File: config.mk
export PLATFORM = sky130hd
export DESIGN_NAME = sdr_burst_datapath
export DESIGN_NICKNAME = d
export VERILOG_FILES = /design/src/rtl/sdrb_pkg.sv /design/src/rtl/sdrb_colgen.sv /design/src/rtl/sdrb_rdpipe.sv /design/src/rtl/sdr_burst_datapath.sv
export SDC_FILE = /design/constraint.sdc
export NUM_CORES = 1
export LEC_CHECK = 0
export BUFFER_PORTS_ARGS = -buffer_cell sky130_fd_sc_hd__buf_2
export CORE_MARGIN = 5
export CORE_UTILIZATION = 41
export DETAILED_ROUTE_END_ITERATION = 12
export PLACE_DENSITY = 0.89
export SYNTH_ARGS = -nofsm -noshare
export SYNTH_HDL_FRONTEND = slang
export SYNTH_SLANG_ARGS = --single-unit
File: constraint.sdc
create_clock -name clk -period 3.7 [get_ports clk]
set_input_delay 0.925 -clock clk [delete_from_list [all_inputs] [get_ports clk]]
set_output_delay 0.925 -clock clk [all_outputs]
set_load 0.01 [all_outputs]
File: src/rtl/sdrb_pkg.sv
package sdrb_pkg;
   localparam int BL_FIELD_W = 3;
   localparam int MAX_FIXED_BEATS = 8;
   localparam int LEFT_W = $clog2(MAX_FIXED_BEATS) + 1;

   typedef enum logic [BL_FIELD_W-1:0] {
      BURST_1    = 3'd0,
      BURST_2    = 3'd1,
      BURST_4    = 3'd2,
      BURST_8    = 3'd3,
      BURST_PAGE = 3'd7
   } burst_code_e;
endpackage

File: src/rtl/sdrb_colgen.sv
module sdrb_colgen
   import sdrb_pkg::*;
#(
   parameter int COL_W = 9
) (
   input  logic                  clk,
   input  logic                  rst_n,
   input  logic                  cmd_valid,
   input  logic                  cmd_write,
   input  logic [COL_W-1:0]      cmd_col,
   input  logic                  stop,
   input  logic [BL_FIELD_W-1:0] bl_code,
   output logic                  beat,
   output logic                  beat_wr,
   output logic [COL_W-1:0]      beat_col
);
   logic                act_q, wr_q, page_q;
   logic [COL_W-1:0]    start_q, mask_q, k_q;
   logic [LEFT_W-1:0]   left_q;

   logic                cmd_page;
   logic [1:0]          cmd_lg;
   logic [COL_W-1:0]    cmd_mask;
   logic [LEFT_W-1:0]   cmd_left;

   always_comb begin
      cmd_page = bl_code[2];
      cmd_lg   = bl_code[1:0];
      cmd_mask = cmd_page ? '1 : ((COL_W'(1) << cmd_lg) - COL_W'(1));
      cmd_left = (LEFT_W'(1) << cmd_lg) - LEFT_W'(1);
   end

   always_comb begin
      beat     = cmd_valid | (act_q & ~stop);
      beat_wr  = cmd_valid ? cmd_write : wr_q;
      beat_col = cmd_valid ? cmd_col
                           : ((start_q & ~mask_q) | ((start_q + k_q) & mask_q));
   end

   always_ff @(posedge clk) begin
      if (!rst_n) begin
         act_q   <= 1'b0;
         wr_q    <= 1'b0;
         page_q  <= 1'b0;
         start_q <= '0;
         mask_q  <= '0;
         k_q     <= '0;
         left_q  <= '0;
      end else if (cmd_valid) begin
         start_q <= cmd_col;
         mask_q  <= cmd_mask;
         k_q     <= COL_W'(1);
         left_q  <= cmd_left;
         page_q  <= cmd_page;
         wr_q    <= cmd_write;
         act_q   <= cmd_page | (cmd_lg != 2'd0);
      end else if (stop) begin
         act_q <= 1'b0;
      end else if (act_q) begin
         k_q    <= k_q + COL_W'(1);
         left_q <= left_q - LEFT_W'(1);
         if (!page_q && left_q == LEFT_W'(1)) act_q <= 1'b0;
      end
   end


   stop_halts_chk: assert property (@(posedge clk) disable iff (!rst_n)
      (stop && !cmd_valid) |=> (!beat || cmd_valid));


   seq_step_chk: assert property (@(posedge clk) disable iff (!rst_n)
      beat |=> (!beat || cmd_valid ||
                ((beat_col & mask_q) == (($past(beat_col) + COL_W'(1)) & mask_q))));
endmodule

File: src/rtl/sdrb_rdpipe.sv
module sdrb_rdpipe #(
   parameter int MAX_CL = 3,
   localparam int CLW = $clog2(MAX_CL + 1)
) (
   input  logic           clk,
   input  logic           rst_n,
   input  logic           rd_beat,
   input  logic           flush,
   input  logic [CLW-1:0] cas_lat,
   output logic           rd_valid,
   output logic           busy
);
   logic [MAX_CL:1] stg;
   logic [CLW-1:0]  tap;

   always_comb begin
      if (cas_lat == '0)                  tap = CLW'(1);
      else if (int'(cas_lat) > MAX_CL)    tap = CLW'(MAX_CL);
      else                                tap = cas_lat;
   end

   always_ff @(posedge clk) begin
      if (!rst_n) stg <= '0;
      else begin
         stg[1] <= rd_beat & ~flush;
         for (int i = 2; i <= MAX_CL; i++) stg[i] <= stg[i-1] & ~flush;
      end
   end

   generate
      if (MAX_CL == 1) begin : g_single
         assign rd_valid = stg[1] & ~flush;
         assign busy     = stg[1];
      end else begin : g_tapped
         logic busy_c;
         always_comb begin
            busy_c = 1'b0;
            for (int i = 1; i <= MAX_CL; i++)
               if (i <= int'(tap)) busy_c = busy_c | stg[i];
         end
         assign rd_valid = stg[tap] & ~flush;
         assign busy     = busy_c;
      end
   endgenerate


   cl1_latency_chk: assert property (@(posedge clk) disable iff (!rst_n)
      (rd_beat && tap == CLW'(1)) |=> (rd_valid || flush || tap != CLW'(1)));
endmodule

File: src/rtl/sdr_burst_datapath.sv
module sdr_burst_datapath
   import sdrb_pkg::*;
#(
   parameter int DATA_W = 32,
   parameter int COL_W  = 9,
   parameter int MAX_CL = 3
) (
   input  logic                         clk,
   input  logic                         rst_n,
   input  logic                         cmd_valid,
   input  logic                         cmd_write,
   input  logic [COL_W-1:0]             cmd_col,
   input  logic                         cmd_stop,
   input  logic [BL_FIELD_W-1:0]        bl_code,
   input  logic [$clog2(MAX_CL+1)-1:0]  cas_lat,
   input  logic [DATA_W-1:0]            wr_data,
   input  logic [DATA_W/8-1:0]          wr_be,
   input  logic [DATA_W-1:0]            dq_in,
   output logic                         col_en,
   output logic [COL_W-1:0]             col_out,
   output logic [DATA_W-1:0]            dq_out,
   output logic                         dq_oe,
   output logic [DATA_W/8-1:0]          dqm,
   output logic                         rd_valid,
   output logic [DATA_W-1:0]            rd_data
);
   localparam int BYTES = DATA_W / 8;

   initial begin
      assert (DATA_W % 8 == 0) else $error("DATA_W must be whole bytes");
      assert (COL_W >= 3)      else $error("COL_W must hold an 8-beat block");
      assert (MAX_CL >= 1)     else $error("MAX_CL must be at least 1");
   end

   logic beat, beat_wr, wr_beat, rd_beat, rd_busy;

   sdrb_colgen #(.COL_W(COL_W)) u_colgen (
      .clk(clk), .rst_n(rst_n), .cmd_valid(cmd_valid), .cmd_write(cmd_write),
      .cmd_col(cmd_col), .stop(cmd_stop), .bl_code(bl_code),
      .beat(beat), .beat_wr(beat_wr), .beat_col(col_out)
   );

   assign wr_beat = beat & beat_wr;
   assign rd_beat = beat & ~beat_wr;

   sdrb_rdpipe #(.MAX_CL(MAX_CL)) u_rdpipe (
      .clk(clk), .rst_n(rst_n), .rd_beat(rd_beat), .flush(wr_beat),
      .cas_lat(cas_lat), .rd_valid(rd_valid), .busy(rd_busy)
   );

   always_comb begin
      col_en  = beat;
      dq_oe   = wr_beat;
      dq_out  = wr_data;
      rd_data = dq_in;
      if (wr_beat)                dqm = ~wr_be;
      else if (rd_beat | rd_busy) dqm = '0;
      else                        dqm = {BYTES{1'b1}};
   end


   bus_turn_chk: assert property (@(posedge clk) disable iff (!rst_n)
      $onehot0({rd_valid, dq_oe}));
endmodule

* Word-level counts from Yosys, hierarchy flattened
Cells that the tools add are included.
** Cells by class
- Mux-type cells :: 21
- Reductions and logical operators :: 8
- $add $sub $neg :: 5
- Shift operators :: 2
- Bitwise logic cells :: 21
- Order comparisons :: 4
- Equality and inequality tests :: 2
** Operators with widths (number)
- 4-bit 2-to-1 mux :: 5
- 9-bit AND :: 2
- 9-bit 2-to-1 mux :: 2
- 1-bit 2-to-1 mux :: 12
- 9-bit by 1-bit adder with 9-bit output (second input constant) :: 1
- 9-bit adder :: 1
- 9-bit inverter :: 1
- 9-bit OR :: 1
- 1-bit by 2-bit left shift with 9-bit output (first input constant) :: 1
- 9-bit by 1-bit subtractor with 9-bit output (second input constant) :: 1
- 1-bit AND :: 7
- 1-bit OR :: 5
- 4-bit by 1-bit == test with 1-bit output (second input constant) :: 1
- 2-bit <= comparator (first input constant) :: 2
- 1-bit inverter :: 4
- 4-bit inverter :: 1
- 2-bit AND reduction :: 2
- 2-bit nonzero test :: 2
- 1-bit by 2-bit left shift with 4-bit output (first input constant) :: 1
- 4-bit by 1-bit subtractor with 4-bit output (second input constant) :: 1
- 4-bit by 2-bit subtractor with 4-bit output (second input constant) :: 1
- 2-bit by 3-bit < comparator with 1-bit output (second input constant) :: 1
- 1-bit binary-select mux with 2-bit select :: 1
- 1-bit by 2-bit <= comparator with 1-bit output (first input constant) :: 1
- 6 further kinds :: 6
** Word-level totals
- Register bits after elaboration :: 37
- Bits of input ports :: 87
- Word-level logic and storage cells :: 72
- Output and inout bits :: 80

* Longest topological paths before layout
Gate-level depths: netlist of run 1.
- Depth after elaboration :: 11
- Depth in mapped cells :: 8
- Mapped depth without buffers :: 8

* By module
Synthesis of run 1 repeated with hierarchy kept, for this count alone.
** Unflattened totals
- Cell total of the unflattened synthesis :: 305
- Area total of the unflattened synthesis :: 2479.9 µm²
** Modules (own cells, without submodules)
- sdrb_colgen :: area an instance 1830.5 µm², sequential area each 620.6 µm², cells each 222, times used 1
- sdr_burst_datapath :: area an instance 521.8 µm², sequential area each 0.0 µm², cells each 71, times used 1
- sdrb_rdpipe :: area an instance 127.6 µm², sequential area each 60.1 µm², cells each 12, times used 1

* Worst setup path before layout of run 1
No wires, ideal clock.
- Kind :: input to output
- From :: input cmd_valid
- To :: output rd_valid
- Path buffers :: 1
- Data required time :: 2.775 ns
- Path slack :: 0.794 ns
- Arrival :: 1.981 ns
- Stages :: 5
- Path through :: buf_2 > mux2i_1 > o21bai_1 > inv_1 > a211oi_1
** On the way
- Word-level cells in the longest chain between the ends :: 4
- Elaborated cells between the ends (all ways) :: 5
- Classes of those cells :: 1 x mux; 4 x bitwise
** Ends and longest elaborated chain
- start, declared :: line sdr_burst_datapath.sv:10 : input logic cmd_valid,
- 1-bit OR / 1-bit 2-to-1 mux (equally long branches) :: line sdrb_colgen.sv:34, sdrb_colgen.sv:35
- 1-bit AND (*) :: line sdr_burst_datapath.sv:43 : assign wr_beat = beat & beat_wr;
- net dq_oe :: line sdr_burst_datapath.sv:22 : output logic dq_oe,
- 1-bit inverter (*) :: line sdrb_rdpipe.sv:41 : assign rd_valid = stg[tap] & ~flush;
- 1-bit AND (*) :: line sdrb_rdpipe.sv:41
- end, declared :: line sdr_burst_datapath.sv:24 : output logic rd_valid,
The timed path passes the listed nets; every way through them passes the cells marked *.

* Final worst setup path of run 1
- From :: register u_colgen.k_q[0]
- To :: output col_out[6]
** On the way
- Word-level cells in the longest chain between the ends :: 4
** Ends and longest elaborated chain
- start, declared :: line sdrb_colgen.sv:18 : logic [COL_W-1:0] start_q, mask_q, k_q;
- start signal, assigned :: line sdrb_colgen.sv:60 : k_q <= k_q + COL_W'(1);
- 9-bit adder :: line sdrb_colgen.sv:37 : : ((start_q & ~mask_q) | ((start_q + k_q) & mask_q));
- 9-bit AND :: line sdrb_colgen.sv:37
- 9-bit OR :: line sdrb_colgen.sv:37
- 9-bit 2-to-1 mux :: line sdrb_colgen.sv:36 : beat_col = cmd_valid ? cmd_col
- end, declared :: line sdr_burst_datapath.sv:20 : output logic [COL_W-1:0] col_out,
No other way between the ends.

==> results.tsv, run 1 <==
stage	metric	value	unit
global_routing	globalRoute.busiestLayer	met2	
finish	nets	373	
logic_synthesis	synth_area_leaders	dfxtp_1 27%, buf_4 19%, ha_1 6.1%	
route	drtIter0Drc	34	
min_path	worstHoldStart	u_colgen.start_q[4]	
floorplan	coreArea	5890	um^2
timing	setup_violations	0	
placement	post-place-ws	0.525	ns
logic_synthesis	netlist.top_cell.by_area	dfxtp_1	
finish	ff_latch_area	681	um^2
worst_setup_path	crit_required	2.77	ns
worst_setup_path	r2r_end	u_colgen.k_q[8]	
clock_tree	tritoncts	built	
floorplan	initial_utilization	42.1	%
global_routing	grt_pass1_vias	1772	
min_path	holdCritPathClass	register to register	
clock_tree	path_clk_slew	0.07	ns
worst_setup_path	reg2reg_depth	5	
worst_setup_path	cp-start-kind	register	
timing	fin_skew	0.00507	ns
finish	diodes	0	
clock_tree	cts_resized	0	
clock_tree	cts_hold_buffers	0	
finish	multi_input_area	1230	um^2
finish	area_delta_synth_final	-5.96	%
global_routing	antenna_found_initial	0	
logic_synthesis	synth_edf_count	0	
logic_synthesis	synth_cell_type_count	43	
timing	period_needed	3.51	ns
global_routing	grt_use_met1	14.4	%
pwr	power	0.807	mW
placement	place_area	2240	um^2
route	num_vias	1820	
clock_tree	post-cts-setup-buffer-count	0	
pwr	power.internal	0.591	mW
global_routing	track_usage	12.9	%
timing	fin_crit_sh	94.9	%
logic_synthesis	synth_fp_nets	401	
worst_setup_path	path_cells	ha_1 -> inv_1 -> fa_1 -> nand2b_1 -> a21oi_1 -> a31oi_1 -> xnor2_1 -> a31o_2 -> buf_2	
finish	n_fill_cell	592	
worst_setup_path	arrival	2.59	ns
clock_tree	cts_buffers	5	
logic_synthesis	synth_warnings	0	
logic_synthesis	synth_common_cells	64 x buf_4, 34 x dfxtp_1, 25 x o21ai_0	
global_routing	grt_use_met2	22.2	%
placement	hpwl	3.73	mm
worst_setup_path	r2r_start	u_colgen.k_q[1]	
pwr	swShare	26.8	%
logic_synthesis	synth.most_common_cell	buf_4	
route	wl	4.80	mm
global_routing	grt_max_degree	27	
pwr	p_sw	0.216	mW
placement	gp_congestion	0.820	
floorplan	rows	28	
finish	stdcell_area	2330	um^2
timing	slew_viol_final	0	
timing	fin_setup_tns	0	ns
logic_synthesis	synth_top_flop_cell	dfxtp_1	
route	first_pass_iters	4	
route	ant_nets	0	
floorplan	die_h	87.7	um
floorplan	dieArea	7700	um^2
clock_tree	cts_buffer_depth	2	
timing	rsz0062_at_grt	false	
global_routing	use_met3	3.86	%
pwr	seq_power_share	49.3	%
timing	worst_slew_pin_slew	0.381	ns
clock_tree	htreeDepth	2	
clock_tree	cts-root-buf	clkbuf_8	
logic_synthesis	synth_seq_area_share	27.5	%
worst_setup_path	slowest_stage	fa_1	
global_routing	grt_first_pass_wirelength	8.02	mm
worst_setup_path	path_max_fanout	4	
placement	port_buffers	38	
run	max_cap_viol_count	0	
worst_setup_path	r2r_setup_slack	2.25	ns
timing	fin_hold_ws	0.500	ns
floorplan	fp.dieW	87.7	um
finish	drive_gt1_share	19.7	%
timing	max-slew-margin-rel	74.6	%
outcome	outcome	finished, final reports clean	
logic_synthesis	synth-async-reset-ratio	0	%
finish	layout.cells.non_filler	349	
logic_synthesis	syn_area	2480	um^2
worst_setup_path	slowest_delay	0.46	ns
min_path	holdPathStages	2	
logic_synthesis	synth_top_area_share	27.5	%
route	via_per_inst	5.21	
pwr	comb_power_share	15.5	%
logic_synthesis	avgSynthCellArea	8.23	um^2
global_routing	overflow	0	
pwr	ir_drop	0.000241	V
pwr	leakagePower	1.03	nW
timing	max_freq	285	MHz
worst_setup_path	criticalPathCategory	register to output port	
finish	final_core_util	39.6	%
worst_setup_path	worst_setup_path_end_kind	output port	
floorplan	num_io_pins	167	
clock_tree	cts_sinks	34	
placement	dp.cells	341	
clock_tree	clk-insertion-delay-late	0.29	ns
logic_synthesis	synthCells	301	
timing	hold_violations	0	
pwr	power_density	346	nW/um^2
timing	worst_slack	0.187	ns
min_path	worstHoldEndpoint	u_colgen.start_q[4]	
pwr	clock_power_share	35.2	%
logic_synthesis	synth-seq-cells	34	
route	drcViolationCount	0	
route	wl_per_cell	13.8	um
worst max path at each step:
| stage | endpoint | cells past startpoint | slack, ns | from |
|---|---|---|---|---|
| 5_1_grt | col_out[6] | 9 | 0.05 | u_colgen.k_q[0] |
| 3_3_place_gp | col_out[6] | 9 | 0.60 | u_colgen.k_q[0] |
| 2_1_floorplan | rd_valid | 5 | 0.79 | cmd_valid |
| 3_5_place_dp | col_out[6] | 9 | 0.52 | u_colgen.k_q[0] |
| 6_report | col_out[6] | 9 | 0.19 | u_colgen.k_q[0] |
| 4_1_cts | col_out[6] | 9 | 0.17 | u_colgen.k_q[0] |
registers in the layout (all words and copies together), names as in the netlist:
name and count:
u_colgen.act_q 1, u_colgen.k_q 9, u_colgen.left_q 4, u_colgen.mask_q 6, u_colgen.page_q 1, u_colgen.start_q 9
u_colgen.wr_q 1, u_rdpipe.stg 3
cell families (layout without fill, tap and decap cells):
logic type	after synthesis	count (layout)	synth area share [%]
buf+inv	84	57	22.9
flops	34	34	27.5
compound gates	69	69	17.4
mux	8	8	3.23
fa+ha+maj	13	13	6.87
simple gates	81	81	17.8
xor+xnor	12	12	4.24
power groups by stage:
stage          registers [mW]  clock network [mW]  logic (mW)
2_1_floorplan           0.402                   0       0.155
3_3_place_gp            0.405                   0       0.120
3_5_place_dp            0.406                   0       0.126
4_1_cts                 0.398               0.290       0.127
5_1_grt                 0.399               0.302       0.141
6_report                0.398               0.284       0.125
layer usage:
layer,vias to the layer above,part of all wire (%)
li1,904,-
met1,840,41
met2,63,49
met3,13,7.2
met4,0,2.1
met5,-,0
layout by cell type (no fill, tap or decap), types with 2 or more instances in the layout:
cell and n:
a21boi_0 13, a21o_1 5, a21oi_1 10, a31o_2 2
a31oi_1 4, and2_1 4, and3_1 3, buf_2 38
clkbuf_8 6, dfxtp_1 34, ha_1 12, inv_1 10
mux2i_1 8, nand2_1 23, nand2b_1 15, nand3_1 2
nand4_1 3, nor2_1 13, nor3_1 3, nor4b_1 2
o21a_1 2, o21ai_0 25, o21bai_1 3, or3_1 4
xnor2_1 6, xor2_1 6
cell type report:
| class | instances | area share (%) |
|---|---|---|
| clock inverter | 1 | 0.215 |
| timing repair buffer | 39 | 8.49 |
| clock buffer | 7 | 3.71 |
| sequential | 34 | 29.2 |
| inverter | 10 | 1.61 |
| multi-input combinational | 183 | 52.7 |
| tap | 75 | 4.03 |
critical path, delay by kind of cell (launching register included):
family	cells	cell delay (ns)
adders and majority gates	2	0.70
AOI/OAI and AO/OA	3	0.67
xor gates and xnor gates	1	0.14
buffers and inverters	2	0.21
DFF	1	0.42
and+or+nand+nor	1	0.16
Note: power is estimated with default switching activity, not from simulation.
==> run 2, diff against run 1 <==
--- a/config.mk
+++ b/config.mk
@@ -6,7 +6,7 @@
 export NUM_CORES = 1
 export LEC_CHECK = 0
 export BUFFER_PORTS_ARGS = -buffer_cell sky130_fd_sc_hd__buf_2
-export CORE_MARGIN = 5
+export CORE_MARGIN = 3
 export CORE_UTILIZATION = 41
 export DETAILED_ROUTE_END_ITERATION = 12
 export PLACE_DENSITY = 0.89
==> run 2 against run 1 <==
Compared with the run above: sequential power is essentially flat; combinational power is essentially flat; non-clock buffer count unchanged; critical endpoint unchanged.
==> results.tsv, run 2 (synthesized netlist as in run 1, its figures left out) <==
stage	metric	value	unit
timing	max-slew-margin-rel	75.1	%
worst_setup_path	crit_path_start	u_colgen.k_q[0]	
worst_setup_path	r2r_setup_slack	2.26	ns
route	wl_per_cell	13.0	um
worst_setup_path	cp.buffers_inverters	2	
global_routing	track_usage	13.4	%
pwr	power.internal	0.628	mW
worst_setup_path	slowest_delay	0.44	ns
floorplan	num_io_pins	167	
finish	drive_gt1_share	20.1	%
route	via_per_inst	5.19	
worst_setup_path	path_depth	9	
worst_setup_path	worst_setup_path_end_kind	output port	
finish	final_core_util	41.3	%
pwr	power_density	360	nW/um^2
finish	final_common_cell	buf_2	
route	drt-met1-wl	1.98	mm
worst_setup_path	path_cells	ha_1 -> inv_1 -> fa_1 -> nand2b_1 -> a21oi_1 -> a31oi_1 -> xnor2_1 -> a31o_2 -> buf_2	
clock_tree	tritoncts	built	
min_path	holdPathStages	2	
finish	final_cell_mix	38 x buf_2, 34 x dfxtp_1, 25 x o21ai_0	
clock_tree	htreeDepth	2	
route	top_layer_used	met4	
timing	fin_crit_sh	93.4	%
route	wl_met2	2.12	mm
placement	hpwl	3.42	mm
global_routing	overflow	0	
pwr	swShare	25.6	%
clock_tree	cts_sinks	34	
pwr	ir_drop	0.000277	V
floorplan	die_h	83.7	um
finish	nets	373	
route	wl	4.51	mm
floorplan	coreArea	5680	um^2
worst_setup_path	path_max_fanout	4	
timing	fin_skew	0.00277	ns
pwr	leakagePower	1.04	nW
route	first_pass_iters	4	
timing	setup_violations	0	
worst_setup_path	crit_family	adder cells	
global_routing	antenna_found_initial	0	
clock_tree	cts_buffers	5	
placement	dp.cells	338	
worst_setup_path	cp-start-kind	register	
outcome	outcome	finished, final reports clean	
clock_tree	cts_buffer_depth	2	
finish	area_delta_synth_final	-5.35	%
floorplan	dieArea	7010	um^2
clock_tree	path_clk_slew	0.07	ns
clock_tree	post-cts-setup-buffer-count	0	
min_path	worstHoldStart	u_colgen.start_q[0]	
pwr	seq_power_share	47.1	%
timing	max_freq	289	MHz
route	wl_met3	327	um
pwr	p_sw	0.216	mW
route	num_vias	1796	
finish	n_fill_cell	565	
pwr	clock_power_share	38.2	%
global_routing	grt_first_pass_wirelength	8.00	mm
placement	gp_congestion	0.857	
pwr	comb_power_share	14.7	%
timing	rsz0062_at_grt	false	
worst_setup_path	criticalPathCategory	register to output port	
clock_tree	cts_hold_buffers	0	
worst_setup_path	arrival	2.53	ns
timing	worst_slew_pin_slew	0.374	ns
clock_tree	clk-insertion-delay-late	0.29	ns
timing	period_needed	3.46	ns
timing	hold_violations	0	
worst_setup_path	reg2reg_depth	5	
clock_tree	cts_resized	0	
floorplan	rows	27	
worst_setup_path	crit_required	2.77	ns
floorplan	initial_utilization	43.7	%
route	drcViolationCount	0	
finish	diodes	0	
global_routing	grt_max_degree	27	
worst_setup_path	r2r_start	u_colgen.act_q	
worst_setup_path	slowest_stage	fa_1	
min_path	holdCritPathClass	register to register	
route	drtIter0Drc	44	
finish	reg.largest.list	u_colgen.k_q (9), u_colgen.start_q (9), u_colgen.mask_q (6)	
run	max_cap_viol_count	0	
floorplan	fp.dieW	83.7	um
finish	layout.cells.non_filler	346	
placement	port_buffers	38	
timing	fin_setup_tns	0	ns
timing	slew_viol_final	0	
global_routing	grt_pass1_vias	1851	
clock_tree	cts-root-buf	clkbuf_8	
route	ant_nets	0	
[run 2: per-layer routing]
metal / global-route usage [%] / up-vias
met5: 0 / -
met4: 6.29 / 0
met3: 4.54 / 17
met2: 22.8 / 61
met1: 15.0 / 822
li1: - / 896
[run 2: worst reg2reg max path, stage by stage (launching register included)]
cell     delay, ns
dfxtp_1       0.33
nor2b_4       0.27
and3_4        0.23
nand2_1       0.07
or3_1         0.32
a21oi_1       0.15
[run 2: metrics by stage]
| step | setup slack [ns] | hold slack [ns] | area (um^2) | total power, mW |
|---|---|---|---|---|
| after floorplan | 0.794 | 0.469 | 2480 | 0.556 |
| after global placement | 0.605 | 0.489 | 2230 | 0.525 |
| after detailed placement | 0.549 | 0.493 | 2230 | 0.530 |
| after CTS | 0.230 | 0.504 | 2340 | 0.850 |
| after global routing | 0.0639 | 0.521 | 2340 | 0.884 |
| final | 0.243 | 0.500 | 2340 | 0.845 |
[run 2: area by class of cell]
class / count / area, um^2 / area share (%)
Clock buffer: 8 / 110 / 4.70
Inverter: 10 / 37.5 / 1.60
Multi-Input combinational cell: 183 / 1230 / 52.4
Sequential cell: 34 / 681 / 29.0
Tap cell: 72 / 90.1 / 3.84
Timing Repair Buffer: 39 / 198 / 8.43
[run 2: power groups by stage]
stage / logic (mW) / clock network [mW] / registers [mW]
floorplan: 0.155 / 0 / 0.402
global placement: 0.120 / 0 / 0.405
detailed placement: 0.124 / 0 / 0.406
CTS: 0.125 / 0.327 / 0.398
global route: 0.141 / 0.343 / 0.400
finish: 0.124 / 0.323 / 0.398
[run 2: final timing paths]
path | endpoint
min | u_colgen.start_q[0]
max reg2reg | u_colgen.k_q[8]
max | col_out[6]
min reg2reg | u_colgen.start_q[0]
